--- config.mk ---
export PLATFORM = sky130hd
export DESIGN_NAME = mirq_csr_unit
export DESIGN_NICKNAME = d
export VERILOG_FILES = /design/src/rtl/mirq_pkg.sv /design/src/rtl/mirq_enable.sv /design/src/rtl/mirq_status.sv /design/src/rtl/mirq_arbiter.sv /design/src/rtl/mirq_csr_unit.sv
export SDC_FILE = /design/constraint.sdc
export NUM_CORES = 1
export LEC_CHECK = 0
export ABC_AREA = 1
export BUFFER_PORTS_ARGS = -buffer_cell sky130_fd_sc_hd__buf_2
export CAP_MARGIN = 30
export CORE_UTILIZATION = 49
export DETAILED_ROUTE_END_ITERATION = 8
export GPL_TIMING_DRIVEN = 0
export PLACE_DENSITY = 0.86
export SLEW_MARGIN = 20
export SYNTH_ARGS = -nofsm -noshare
export SYNTH_HDL_FRONTEND = slang
export SYNTH_SLANG_ARGS = --single-unit
--- constraint.sdc ---
create_clock -name clk -period 3.47 [get_ports clk]
set_input_delay 0.5205 -clock clk [delete_from_list [all_inputs] [get_ports clk]]
set_output_delay 0.5205 -clock clk [all_outputs]
set_load 0.005 [all_outputs]
--- src/rtl/mirq_pkg.sv ---
package mirq_pkg;

   typedef enum logic [1:0] {
      OP_NONE  = 2'b00,
      OP_WRITE = 2'b01,
      OP_SET   = 2'b10,
      OP_CLEAR = 2'b11
   } csr_op_e;

   localparam int unsigned SRC_SOFT  = 3;
   localparam int unsigned SRC_TIMER = 7;
   localparam int unsigned SRC_EXT   = 11;

   localparam int unsigned ST_GIE    = 3;
   localparam int unsigned ST_SAVED  = 7;
   localparam int unsigned ST_PRIV   = 11;

   localparam int unsigned CODE_W    = 4;

   localparam logic [CODE_W-1:0] CODE_SOFT  = CODE_W'(SRC_SOFT);
   localparam logic [CODE_W-1:0] CODE_TIMER = CODE_W'(SRC_TIMER);
   localparam logic [CODE_W-1:0] CODE_EXT   = CODE_W'(SRC_EXT);

endpackage

--- src/rtl/mirq_enable.sv ---
module mirq_enable
   import mirq_pkg::*;
#(
   parameter int unsigned XLEN    = 32,
   parameter bit          HAS_EXT = 1'b1
) (
   input  logic            clk,
   input  logic            rst_n,
   input  logic            wr_en,
   input  csr_op_e         op,
   input  logic [XLEN-1:0] wdata,
   output logic [XLEN-1:0] en_q
);

   localparam logic [XLEN-1:0] BASE_MASK =
      (XLEN'(1) << SRC_SOFT) | (XLEN'(1) << SRC_TIMER);

   logic [XLEN-1:0] wmask;
   logic [XLEN-1:0] en_next;

   generate
      if (HAS_EXT) begin : g_ext
         assign wmask = BASE_MASK | (XLEN'(1) << SRC_EXT);
      end else begin : g_noext
         assign wmask = BASE_MASK;
      end
   endgenerate

   always_comb begin
      case (op)
         OP_WRITE: en_next = wdata;
         OP_SET:   en_next = en_q | wdata;
         OP_CLEAR: en_next = en_q & ~wdata;
         default:  en_next = en_q;
      endcase
   end

   always_ff @(posedge clk) begin
      if (!rst_n) begin
         en_q <= '0;
      end else if (wr_en) begin
         en_q <= en_next & wmask;
      end
   end

   AST_EN_HOLD: assert property (@(posedge clk) disable iff (!rst_n)
      !wr_en |=> $stable(en_q)) else $error("enable changed without write");

endmodule

--- src/rtl/mirq_status.sv ---
module mirq_status
   import mirq_pkg::*;
(
   input  logic       clk,
   input  logic       rst_n,
   input  logic       take,
   input  logic       mret,
   input  logic       wr_en,
   input  csr_op_e    op,
   input  logic [1:0] wbits,
   output logic       gie_q,
   output logic       saved_q
);

   logic [1:0] cur;
   logic [1:0] upd;

   assign cur = {saved_q, gie_q};

   always_comb begin
      case (op)
         OP_WRITE: upd = wbits;
         OP_SET:   upd = cur | wbits;
         OP_CLEAR: upd = cur & ~wbits;
         default:  upd = cur;
      endcase
   end

   always_ff @(posedge clk) begin
      if (!rst_n) begin
         gie_q   <= 1'b0;
         saved_q <= 1'b0;
      end else if (take) begin
         saved_q <= gie_q;
         gie_q   <= 1'b0;
      end else if (mret) begin
         gie_q   <= saved_q;
         saved_q <= 1'b1;
      end else if (wr_en) begin
         gie_q   <= upd[0];
         saved_q <= upd[1];
      end
   end

   AST_ENTRY_SAVE: assert property (@(posedge clk) disable iff (!rst_n)
      take |=> (!gie_q && (saved_q == $past(gie_q)))) else $error("entry save");
   AST_RET_RESTORE: assert property (@(posedge clk) disable iff (!rst_n)
      (mret && !take) |=> (saved_q && (gie_q == $past(saved_q)))) else $error("mret restore");

endmodule

--- src/rtl/mirq_arbiter.sv ---
module mirq_arbiter
   import mirq_pkg::*;
#(
   parameter bit HAS_EXT = 1'b1
) (
   input  logic [2:0]        pend,
   output logic              any,
   output logic [CODE_W-1:0] code
);

   logic [2:0] grant;

   generate
      if (HAS_EXT) begin : g_ext
         always_comb begin
            grant    = '0;
            grant[2] = pend[2];
            grant[0] = pend[0] & ~pend[2];
            grant[1] = pend[1] & ~pend[0] & ~pend[2];
         end
      end else begin : g_noext
         always_comb begin
            grant    = '0;
            grant[0] = pend[0];
            grant[1] = pend[1] & ~pend[0];
         end
      end
   endgenerate

   assign any = |grant;

   always_comb begin
      code = CODE_TIMER;
      if (grant[2]) code = CODE_EXT;
      else if (grant[0]) code = CODE_SOFT;
   end

   always_comb begin
      AST_GRANT_ONEHOT: assert ($onehot0(grant)) else $error("multiple grants");
   end

endmodule

--- src/rtl/mirq_csr_unit.sv ---
module mirq_csr_unit
   import mirq_pkg::*;
#(
   parameter int unsigned XLEN        = 32,
   parameter int unsigned AW          = 12,
   parameter bit          HAS_EXT     = 1'b1,
   parameter logic [11:0] ADDR_STATUS = 12'h300,
   parameter logic [11:0] ADDR_ENABLE = 12'h304,
   parameter logic [11:0] ADDR_CAUSE  = 12'h342,
   parameter logic [11:0] ADDR_PEND   = 12'h344
) (
   input  logic            clk,
   input  logic            rst_n,
   input  logic [AW-1:0]   csr_addr,
   input  logic [1:0]      csr_op,
   input  logic [XLEN-1:0] csr_wdata,
   output logic [XLEN-1:0] csr_rdata,
   input  logic            irq_soft,
   input  logic            irq_timer,
   input  logic            irq_ext,
   input  logic            mret_i,
   output logic            trap_o,
   output logic [XLEN-1:0] trap_cause_o
);

   localparam int unsigned PAD_W = XLEN - 1 - CODE_W;

   generate
      if (XLEN < 16) begin : g_bad_xlen
         $error("XLEN must be at least 16");
      end
      if (AW != 12) begin : g_bad_aw
         $error("AW must be 12");
      end
   endgenerate

   csr_op_e         op;
   logic            wr_any;
   logic            wr_status;
   logic            wr_enable;
   logic            wr_cause;
   logic [XLEN-1:0] pend_view;
   logic [XLEN-1:0] en_q;
   logic [XLEN-1:0] status_view;
   logic [XLEN-1:0] cause_q;
   logic [XLEN-1:0] cause_next;
   logic            gie_q;
   logic            saved_q;
   logic [2:0]      pend3;
   logic            any;
   logic [CODE_W-1:0] code;
   logic            take;
   logic            trap_q;
   logic            ext_line;

   assign op        = csr_op_e'(csr_op);
   assign wr_any    = (op != OP_NONE);
   assign wr_status = wr_any && (csr_addr == ADDR_STATUS);
   assign wr_enable = wr_any && (csr_addr == ADDR_ENABLE);
   assign wr_cause  = wr_any && (csr_addr == ADDR_CAUSE);

   generate
      if (HAS_EXT) begin : g_ext_line
         assign ext_line = irq_ext;
      end else begin : g_no_ext_line
         assign ext_line = 1'b0;
      end
   endgenerate

   always_comb begin
      pend_view            = '0;
      pend_view[SRC_SOFT]  = irq_soft;
      pend_view[SRC_TIMER] = irq_timer;
      pend_view[SRC_EXT]   = ext_line;
   end

   assign pend3 = {pend_view[SRC_EXT]   & en_q[SRC_EXT],
                   pend_view[SRC_TIMER] & en_q[SRC_TIMER],
                   pend_view[SRC_SOFT]  & en_q[SRC_SOFT]};

   mirq_enable #(
      .XLEN    (XLEN),
      .HAS_EXT (HAS_EXT)
   ) u_enable (
      .clk   (clk),
      .rst_n (rst_n),
      .wr_en (wr_enable),
      .op    (op),
      .wdata (csr_wdata),
      .en_q  (en_q)
   );

   mirq_arbiter #(
      .HAS_EXT (HAS_EXT)
   ) u_arb (
      .pend (pend3),
      .any  (any),
      .code (code)
   );

   assign take = gie_q && any;

   mirq_status u_status (
      .clk     (clk),
      .rst_n   (rst_n),
      .take    (take),
      .mret    (mret_i),
      .wr_en   (wr_status),
      .op      (op),
      .wbits   ({csr_wdata[ST_SAVED], csr_wdata[ST_GIE]}),
      .gie_q   (gie_q),
      .saved_q (saved_q)
   );

   always_comb begin
      status_view              = '0;
      status_view[ST_GIE]      = gie_q;
      status_view[ST_SAVED]    = saved_q;
      status_view[ST_PRIV]     = 1'b1;
      status_view[ST_PRIV + 1] = 1'b1;
   end

   always_comb begin
      case (op)
         OP_WRITE: cause_next = csr_wdata;
         OP_SET:   cause_next = cause_q | csr_wdata;
         OP_CLEAR: cause_next = cause_q & ~csr_wdata;
         default:  cause_next = cause_q;
      endcase
   end

   always_ff @(posedge clk) begin
      if (!rst_n) begin
         cause_q <= '0;
         trap_q  <= 1'b0;
      end else begin
         trap_q <= take;
         if (take) begin
            cause_q <= {1'b1, {PAD_W{1'b0}}, code};
         end else if (wr_cause) begin
            cause_q <= cause_next;
         end
      end
   end

   always_comb begin
      if (csr_addr == ADDR_STATUS)      csr_rdata = status_view;
      else if (csr_addr == ADDR_ENABLE) csr_rdata = en_q;
      else if (csr_addr == ADDR_CAUSE)  csr_rdata = cause_q;
      else if (csr_addr == ADDR_PEND)   csr_rdata = pend_view;
      else                              csr_rdata = '0;
   end

   assign trap_o       = trap_q;
   assign trap_cause_o = cause_q;

   AST_TRAP_SINGLE: assert property (@(posedge clk) disable iff (!rst_n)
      trap_o |=> !trap_o) else $error("trap longer than one cycle");
   AST_TRAP_GIE_OFF: assert property (@(posedge clk) disable iff (!rst_n)
      trap_o |-> !gie_q) else $error("global enable left on at trap");
   AST_NO_TRAP_GATED: assert property (@(posedge clk) disable iff (!rst_n)
      !gie_q |=> !trap_o) else $error("trap with global enable off");
   AST_CAUSE_FLAG: assert property (@(posedge clk) disable iff (!rst_n)
      trap_o |-> trap_cause_o[XLEN-1]) else $error("cause missing interrupt flag");

endmodule

==> results.md, run 1 <==
- CP cell instances: buf_2, nor2_1, inv_1, nor2_2, nand2_1, buf_2, buf_2, nor2_1, buf_2
- DR iter-0 viols: 194
- Avg Inst Size Synth: 6.10 um^2
- Sequential area share after synthesis: 32.8%
- Post CTS Setup Buffer Count: 0
- Max_slew headroom: 67.1%
- Max Root-Sink Buffers: 2
- Post-Synth Adder-Cell Area: 2.16%
- Initial Utilization: a little over half
- Area growth syn-to-layout: 32.5%
- Distinct cells, synth: 28
- Post-synthesis instance total: 380
- Dpl hpwl: 4940 um
- Root Buffer: clkbuf_8
- Status: finished with violations
- Max Slew Vio Count: 0
- Total track usage: 25.5%
- Period utilisation layout: 67.1%
- Top-Level Pins: 117
- Post-synth EDFFs: 0
- Worst setup SP type: input port
- Sw power: 222 uW
- Die area: 5010 um^2
- CP max stage cell: buf_2
- Element type at the critical path end: primary output
- Max Fclk: 0.430 GHz
- Hold Crit Class: input port to flop
- Clock transition at path regs: ~0.070 ns
- Delay of the slowest cell on the worst path: between 0.2 and 0.25 ns
- Post-Synth XOR/XNOR Area: 0%
- Yosys warns: 0
- First-pass GRT wire length: 10200 um
- Initial antenna violation count: 0
- Power share of the clock group: 41.6%
- Sw Share: between 20% and 30%
- Htree depth: 2
- Routed WL per cell: 11.6 um
- Number of global-route vias before repair: 2346
- GRT overflow: 0
- CTS Sinks: 38
- Most used cell, CP: buf_2
- Max-cap violations: 0
- Clk Latency, worst-skew pair: just under 0.3 ns
- Die height: ~71 um
- Vias per cell: 5.01
- Largest family of logic cells by synthesized area: simple AND/OR/NAND/NOR gates
- Worst Tran Pin Value: approximately 0.5 ns
- Sequential share of power: 47.2%
- Peak supply drop: 0.000211 V
- RePlAce Congestion: 0.973
- Max FO, Critical Path: 10
- Failing checks: design-rule violations
- Final setup fails: 0
- Final net count: 558
- DRT Wirelength: 6440 um
- PD cells: 303 nW/um^2
- Largest net degree at the start of global routing: 12
- Leakage Power: 0.00155 uW
- Post-synth ARST share: 0%
- DRT antenna net count: 0
- Total CTS buffers: 5
- Port bufs: 115
- TritonCTS clock tree: built
- Unrepaired setup endpoints after global routing: false
- Multiplexer share of the synthesized area: 0%
- Cell Area, Synth: 2320 um^2
- Clock period minus worst slack: 2.33 ns
- CP required: 2.95 ns
- CP Class: input port to primary output
- Clock skew: 0.00507 ns
- Synth Flop Type: dfxtp_1
- CP arrival: 1.81 ns
- Setup TNS: 0 ns
- DR DRC count: 18
- First-pass DRT Iterations: 7
- Vias: 2776
- Die Wd: 70.8 um
- Core area: 4440 um^2
- Row count: 24
- Compound-Gate Fraction of Synth Area: 18.1%
- Simple-gate share of the synthesized area: 33.3%
- N_diodes: 0
- Final core utilization: 69.1%
- Final Hold Fails: 0
- Post_cts resized: 0
- Comb pwr share: 11.3%
- Post-CTS Hold Fix Bufs: 0
- Layout cell share with drive strength beyond 1: 28.7%
- Mapped Nets: 436
- Number of synthesized register bits: 38
- Power Internal: ~700 uW
[power by group through the flow]
stage | Clock [uW] | Combinational (uW) | Sequential, uW
after global routing | 408 | 118 | 439
after detailed placement | 0 | 103 | 449
after floorplan | 0 | 54.8 | 449
final | 386 | 105 | 439
after CTS | 388 | 104 | 439
after global placement | 0 | 99.7 | 449
[per-stage QoR]
step	hold slack [ns]	area, um^2	total power [uW]	setup WS (ns)	instances
3_3_place_gp	0.469	2960	549	1.17	547
6_report	0.483	3070	930	1.14	554
4_1_cts	0.479	3070	930	1.14	554
3_5_place_dp	0.480	2960	552	1.13	547
5_1_grt	0.477	3070	965	0.992	554
2_1_floorplan	0.479	2320	503	1.53	380
[critical path, delay by kind of cell]
kind	cells	cell delay (ns)
buffers and inverters	5	0.70
AND/OR/NAND/NOR	4	0.58
[registers in the layout, summed over array words and instances, names as in the netlist]
signal and cells:
u_enable.en_q 3, trap_cause_o 32, u_status.saved_q 1, u_status.gie_q 1, trap_o 1
[logic make-up (layout without fill, tap and decap cells)]
kind of cell	after synthesis	after routing
DFF	38	38
and+or+nand+nor	179	179
AOI/OAI and AO/OA	81	81
adders and majority gates	4	4
buffers and inverters	78	200
[final cells by class]
class | count | area, um^2
repair buffers | 115 | 576
well taps | 52 | 65.1
plain buffers | 14 | 76.3
clock buffers | 6 | 82.6
inverters | 64 | 240
multi-input cells | 264 | 1240
flip-flops and latches | 38 | 761
fillers | 404 | 1370
clock inverters | 1 | 30.0
[cell usage in the layout (no fill, tap or decap), drive strengths merged, types with 4 or more instances in the layout]
cell	instances
a21oi	33
buf	124
clkbuf	11
dfxtp	38
ha	4
inv	63
nand2	63
nand3	14
nor2	91
nor3	5
o21ai	43
[cell usage after synthesis, types with 4 or more instances]
master	count	area, um^2
nor2_1	85	319
nand3_1	13	65.1
dfxtp_1	38	761
o21ai_0	41	205
clkbuf_1	5	18.8
nand2_1	60	225
inv_1	61	229
a21oi_1	33	165
nor3_1	5	25.0
nor2_2	4	25.0
ha_1	4	50.1
buf_2	7	35.0
[per-layer routing]
metal	global-route usage [%]	up-vias	part of all wire, %
met3	4.99	14	7.6
met2	43.3	113	48
met1	30.9	1221	42
li1	-	1428	-
met4	12.4	0	2.3
met5	0	-	0
[final timing paths]
path                                    endpoint  slack, ns  cells past startpoint               from
worst max-delay path               csr_rdata[22]       1.14                      9        csr_addr[5]
worst min-delay path             trap_cause_o[9]       0.48                      3       csr_wdata[9]
worst max register to register  trap_cause_o[20]       1.83                      8  u_enable.en_q[11]
worst min register to register  trap_cause_o[21]       0.49                      2   trap_cause_o[21]
Power figures use the tool's default switching activity.
==> inputs of run 2 (changes only) <==
--- a/config.mk
+++ b/config.mk
@@ -5,13 +5,13 @@
 export SDC_FILE = /design/constraint.sdc
 export NUM_CORES = 1
 export LEC_CHECK = 0
-export ABC_AREA = 1
+export ABC_AREA = 0
 export BUFFER_PORTS_ARGS = -buffer_cell sky130_fd_sc_hd__buf_2
 export CAP_MARGIN = 30
-export CORE_UTILIZATION = 49
+export CORE_UTILIZATION = 46
 export DETAILED_ROUTE_END_ITERATION = 8
 export GPL_TIMING_DRIVEN = 0
-export PLACE_DENSITY = 0.86
+export PLACE_DENSITY = 0.82
 export SLEW_MARGIN = 20
 export SYNTH_ARGS = -nofsm -noshare
 export SYNTH_HDL_FRONTEND = slang
==> constraint.sdc (replaced) <==
create_clock -name clk -period 2.2 [get_ports clk]
set_input_delay 0.33 -clock clk [delete_from_list [all_inputs] [get_ports clk]]
set_output_delay 0.33 -clock clk [all_outputs]
set_load 0.005 [all_outputs]
==> run 2 against run 1 <==
Net effect: the flow now finishes without violations; sequential share of layout area is 0.13 points higher; cell count is 19% lower; critical path depth is 1 lower; largest cell class unchanged.
==> results.md, run 2 <==
- Status: complete, no violations
- Htree depth: 2 (unchanged)
- Worst r2r dst: trap_cause_o[19]
- Max-cap violations: 0 (unchanged)
- Dpl hpwl: 5350 um (+8.4%)
- Top-Level Pins: 117 (unchanged)
- Clk Latency, worst-skew pair: 0.29 ns (about the same)
- Hold Crit Class: input port to flop
- Hold Crit Endpoint: trap_cause_o[31]
- Fill count: 427 (+5.7%)
- Final net count: 441 (-21%)
- Initial Utilization: 48.1% (-4.0 points)
- Vias: 2540 (-8.5%)
- Total track usage: 27.1% (+1.7 points)
- Final Hold Fails: 0 (unchanged)
- Worst reg2reg startpoint: u_enable.en_q[11]
- Placed Area: 2960 um^2 (about the same)
- Layout cell share with drive strength beyond 1: 37.0% (+8.3 points)
- Hold Crit Depth: 3 (unchanged)
- Number of flip-flops in the largest register: 32 (unchanged)
- Most area-hungry cell type in the Yosys netlist: dfxtp_1
- Root Buffer: clkbuf_8
- Peak supply drop: 0.000248 V (+18%)
- Reg2reg path depth: 5 (-3)
- Clock transition at path regs: 0.07 ns (about the same)
- Die area: 5290 um^2 (+5.7%)
- Clock skew: 0.00411 ns (-0.000952 ns)
- Finished Layout Cells: 451 (-19%)
- Clock period minus worst slack: 2.09 ns
- Cell Area, Synth: 2300 um^2 (-0.65%)
- Core area: 4790 um^2 (+7.7%)
- DR iter-0 viols: 168 (-13%)
- FF-to-FF setup slack: 0.25 ns (-1.58 ns)
- DRT antenna net count: 0 (unchanged)
- First-pass GRT wire length: 11100 um (+8.3%)
- Initial antenna violation count: 0 (unchanged)
- Commonest non-fill, non-tap cell in the layout: buf_2
- Post CTS Setup Buffer Count: 0 (unchanged)
- Period utilisation layout: 95.0%
- Port bufs: 114 (-0.87%)
- Number of synthesized register bits: 38 (unchanged)
- Avg Inst Size Synth: 8.73 um^2 (+43%)
- CP required: 1.87 ns (-1.08 ns)
- Post-synth EDFFs: 0 (unchanged)
- Max Slew Vio Count: 0 (unchanged)
- Min-delay src: csr_wdata[31]
- Total CTS buffers: 5 (unchanged)
- Synth Flop Type: dfxtp_1
- Worst setup SP type: input port
- Max_slew headroom: 51.9% (-15 points)
- CP arrival: 1.76 ns (-0.05 ns)
- Max FO, Critical Path: 10 (unchanged)
- Area growth syn-to-layout: 32.6%
- Leakage Power: 0.00138 uW (-11%)
- Worst Tran Pin Value: 0.714 ns (+0.220 ns)
- Number of global-route vias before repair: 2352 (+0.26%)
- Unrepaired setup endpoints after global routing: false
- N_diodes: 0 (unchanged)
- Die height: 72.8 um (+2.8%)
- Die Wd: 72.8 um (+2.8%)
- Final setup fails: 0 (unchanged)
- Post-synth ARST share: 0% (unchanged)
- Row count: 25 (+4.2%)
- GRT overflow: 0 (unchanged)
- PD cells: 453 nW/um^2 (+50%)
- Routed WL per cell: 15.5 um (+33%)
- Share of the synthesized area in the top cell type: 33.0% (+0.21 points)
- RePlAce Congestion: 0.905 (-7.0%)
- Most common cell in the netlist: dfxtp_1
- Post-synthesis instance total: 264 (-31%)
- List of most frequent post-synthesis cells: dfxtp_1, a31oi_1, and2_1
- Element type at the critical path end: primary output
- Max Root-Sink Buffers: 2 (unchanged)
- First-pass DRT Iterations: 5 (-2)
- Mapped Nets: 320 (-27%)
- Vias per cell: 5.63 (+12%)
- TritonCTS clock tree: built
- Setup TNS: 0 ns (unchanged)
- Yosys warns: 0 (unchanged)
- Largest net degree at the start of global routing: 11 (-1)
- Placed Cells: 445 (-19%)
- CP Class: input port to primary output
- CTS Sinks: 38 (unchanged)
- DR DRC count: 0 (-18)
- Synth top area cells: dfxtp_1, xnor2_1, a31oi_1
- DRT Wirelength: 6980 um (+8.5%)
- Commonest non-fill, non-tap cells in the layout: buf_2, dfxtp_1, a31oi_1
- Sequential area share after synthesis: 33.0% (+0.21 points)
- Distinct cells, synth: 47 (+68%)
- Cell area after layout: 3060 um^2 (-0.53%)
- Max Fclk: 0.478 GHz
run 2: cell types whose count changed after synthesis, sizes merged, moves of 14 or more:
cell	before	now
a31oi	0	35
xnor2	0	27
and2	0	28
o21ai	43	3
nor2	91	16
nand2	63	12
inv	63	9
a21oi	33	2
nand3	14	0
a211oi	1	27
run 2: stage by stage:
step	setup slack, ns	utilization (%)	hold WS (ns)	power (uW)
after global routing	0.0528	63.8	0.340	1440
after CTS	0.0240	63.8	0.329	1390
final	0.110	63.8	0.339	1380
after detailed placement	-0.271	61.8	0.498	925
after global placement	-0.244	61.8	0.495	918
after floorplan	0.421	-	0.469	830
run 2: cell type report:
class	instances	area [um^2]	share of cell area, %
Inverter	9	33.8	1.11
Sequential cell	38	761	24.9
Buffer	20	109	3.56
Multi-Input combinational cell	197	1420	46.3
Tap cell	67	83.8	2.74
Clock buffer	6	82.6	2.70
Timing Repair Buffer	114	571	18.7
run 2: power breakdown:
| part | internal (uW) | switching, uW | leakage, uW |
|---|---|---|---|
| logic | 91.4 | 129 | 0.00103 |
| clock network | 242 | 231 | 0.0000431 |
| registers | 690 | 1.82 | 0.000306 |
| total | 1020 | 362 | 0.00138 |
run 2: what timing repair did:
| item | 4_1_cts | 5_1_grt |
|---|---|---|
| endpoints found under the setup margin | 20 | 15 |
| resized for setup | 4 | 4 |
| hold buffers | 0 | 0 |
| endpoints found under the hold margin | 0 | 0 |
run 2: per-layer routing:
| metal | wire, um | GRT usage [%] |
|---|---|---|
| met1 | 2970 | 33.7 |
| met2 | 3350 | 45.5 |
| met3 | 537 | 5.80 |
| met4 | 129 | 11.3 |
| met5 | 0 | 0 |
run 2: worst max-delay path by stage:
stage                            from  cells after the start              to  slack [ns]
after global routing      csr_addr[3]                      8   csr_rdata[11]        0.05
after floorplan             csr_op[0]                      7  u_status.gie_q        0.42
after global placement    csr_addr[3]                      8   csr_rdata[11]       -0.24
after detailed placement  csr_addr[3]                      8   csr_rdata[11]       -0.27
final                     csr_addr[3]                      8   csr_rdata[11]        0.11
after CTS                 csr_addr[3]                      7   csr_rdata[22]        0.02
run 2: cell families (layout without fill, tap and decap cells):
| family | after synthesis | count (layout) | synth area share (%) |
|---|---|---|---|
| AOI/OAI and AO/OA | 85 | 85 | 26.1 |
| and+or+nand+nor | 76 | 76 | 20.8 |
| DFF | 38 | 38 | 33.0 |
| buffers and inverters | 29 | 149 | 5.54 |
| xor gates and xnor gates | 28 | 28 | 10.6 |
| adders and majority gates | 4 | 4 | 2.17 |
| muxes | 4 | 4 | 1.74 |
run 2: critical path, stage by stage:
cell	delay, ns
buf_2	0.10
and4bb_2	0.36
and4_1	0.19
clkbuf_4	0.22
clkbuf_8	0.21
nand2_1	0.08
o211ai_1	0.11
buf_2	0.15
==> inputs of run 3 (changes only) <==
--- a/config.mk
+++ b/config.mk
@@ -12,6 +12,7 @@
 export DETAILED_ROUTE_END_ITERATION = 8
 export GPL_TIMING_DRIVEN = 0
 export PLACE_DENSITY = 0.82
+export SETUP_SLACK_MARGIN = 0.5
 export SLEW_MARGIN = 20
 export SYNTH_ARGS = -nofsm -noshare
 export SYNTH_HDL_FRONTEND = slang
==> run 3 against run 2 <==
Net effect: register-to-register slack improved by 0.33 ns; utilization increased by 7.2 points; cell count increased by 4.2%; total power increased by 21%; highest routed layer unchanged; sequential share of layout area decreased by 2.5 points; non-clock buffer count increased by 17; maximum frequency increased by 9.5%; first-iteration DRC count increased by 5.4%; clock-buffer cell count unchanged; clock power increased by 57%.
==> results.md, run 3 (same netlist as run 2, synthesis figures left out) <==
- Status: complete, no violations
- CP top delay family: simple AND/OR/NAND/NOR gates
- Cell area after layout: 3400 um^2 (+11%)
- Pwr Total: 1670 uW (+21%)
- Max_slew headroom: 57.8% (+6.0 points)
- WL met1: 2980 um (+0.20%)
- CTS Sinks: 38 (unchanged)
- Root Buffer: clkbuf_8
- Delay of the slowest cell on the worst path: 0.30 ns (-0.06 ns)
- Total track usage: 26.5% (-0.66 points)
- Peak supply drop: 0.000304 V (+22%)
- Fill count: 383 (-10%)
- Clk Latency, worst-skew pair: 0.30 ns (about the same)
- Max-cap violations: 0 (unchanged)
- PD cells: 492 nW/um^2 (+8.5%)
- Hold slack final: 0.322 ns (-0.0172 ns)
- Routed wl met2: 3370 um (+0.75%)
- Hold Crit Class: input port to flop
- DR top layer: met4
- Vias: 2580 (+1.6%)
- Final Hold Fails: 0 (unchanged)
- Worst Tran Pin Value: 0.632 ns (-0.0821 ns)
- Placed Area: 2960 um^2 (about the same)
- Die height: 72.8 um (unchanged)
- Area growth syn-to-layout: 47.6%
- CP cell instances: buf_8, nor4b_4, and4_1, buf_6, clkbuf_16, nand2_4, o211ai_1, buf_2
- First-pass GRT wire length: 10800 um (-3.0%)
- Max Root-Sink Buffers: 2 (unchanged)
- Commonest non-fill, non-tap cells in the layout: buf_2, dfxtp_1, a31oi_1
- Unrepaired setup endpoints after global routing: true
- Max Fclk: 0.524 GHz (+9.5%)
- Clock period minus worst slack: 1.91 ns (-0.181 ns)
- Period utilisation layout: 86.8% (-8.2 points)
- Placed Cells: 445 (unchanged)
- GRT overflow: 0 (unchanged)
- Initial antenna violation count: 0 (unchanged)
- Setup TNS: 0 ns (unchanged)
- Commonest non-fill, non-tap cell in the layout: buf_2
- Routed WL per cell: 15.0 um (-3.1%)
- Top-Level Pins: 117 (unchanged)
- Number of global-route vias before repair: 2369 (+0.72%)
- Number of flip-flops in the largest register: 32 (unchanged)
- Dpl hpwl: 5070 um (-5.3%)
- Element type at the critical path end: primary output
- CP required: 1.87 ns (about the same)
- DRT antenna net count: 0 (unchanged)
- First-pass DRT Iterations: 4 (-1)
- RePlAce Congestion: 0.887 (-2.0%)
- CP Class: input port to primary output
- Die area: 5290 um^2 (unchanged)
- Row count: 25 (unchanged)
- Die Wd: 72.8 um (unchanged)
- TritonCTS clock tree: built
- Wire length on met3: 536 um (-0.19%)
- Worst Path Buf+Inv: 4 (unchanged)
- Max FO, Critical Path: 7 (-3)
- Htree depth: 2 (unchanged)
- Initial Utilization: 48.1% (unchanged)
- DR DRC count: 0 (unchanged)
- Layout cell share with drive strength beyond 1: 43.9% (+6.9 points)
- Worst setup SP type: input port
- DR iter-0 viols: 177 (+5.4%)
- Clock transition at path regs: 0.08 ns (about the same)
- Max Slew Vio Count: 0 (unchanged)
- Final setup fails: 0 (unchanged)
- Leakage Power: 0.00159 uW (+15%)
- CP arrival: 1.58 ns (-0.18 ns)
- Port bufs: 114 (unchanged)
- CP max stage cell: nor4b_4
- N_diodes: 0 (unchanged)
- DRT Wirelength: 7050 um (+1.0%)
- Largest net degree at the start of global routing: 13 (+2)
- Vias per cell: 5.49 (-2.5%)
- Clock skew: 0.00618 ns (+0.00206 ns)
- Total CTS buffers: 5 (unchanged)
- Finished Layout Cells: 470 (+4.2%)
- Core area: 4790 um^2 (unchanged)
- Final net count: 458 (+3.9%)
## run 3: layer usage
layer	vias up	GRT usage [%]
li1	1261	-
met2	132	46.2
met3	18	4.70
met5	-	0
met1	1169	32.1
met4	0	10.7
## run 3: final cells by class
type | count | area [um^2] | area share (%)
Sequential cell | 38 | 762 | 22.4
Timing Repair Buffer | 131 | 738 | 21.7
Inverter | 9 | 36.3 | 1.07
Buffer | 20 | 156 | 4.60
Multi-Input combinational cell | 197 | 1480 | 43.5
Clock buffer | 6 | 82.6 | 2.43
Clock inverter | 2 | 60.1 | 1.77
Tap cell | 67 | 83.8 | 2.47
## run 3: stage by stage
stage / utilization, % / setup WS (ns)
finish: 71.0 / 0.291
global route: 71.0 / 0.252
CTS: 69.2 / 0.351
detailed placement: 61.8 / -0.0321
global placement: 61.8 / -0.00555
floorplan: - / 0.494
## run 3: path summary, 6_finish.rpt
path                     start               end  slack (ns)  cells after the start
min reg2reg   u_status.saved_q    u_status.gie_q        0.51                      2
max                csr_addr[5]     csr_rdata[11]        0.29                      8
min                     mret_i  u_status.saved_q        0.32                      2
max reg2reg  u_enable.en_q[11]  trap_cause_o[12]        0.58                      5
## run 3: timing repair
| item | in CTS | in global routing |
|---|---|---|
| hold buffers | 0 | 0 |
| buffers inserted | 8 | 6 |
| endpoints found under the setup margin | 54 | 61 |
| gates cloned | 1 | 2 |
| pin swaps | 12 | 7 |
| resized for setup | 35 | 16 |
## run 3: report_power, final
part	total, uW	internal (uW)	switching, uW
Clock	740	484	256
Sequential	692	689	2.28
Combinational	240	105	134
Total	1670	1280	393
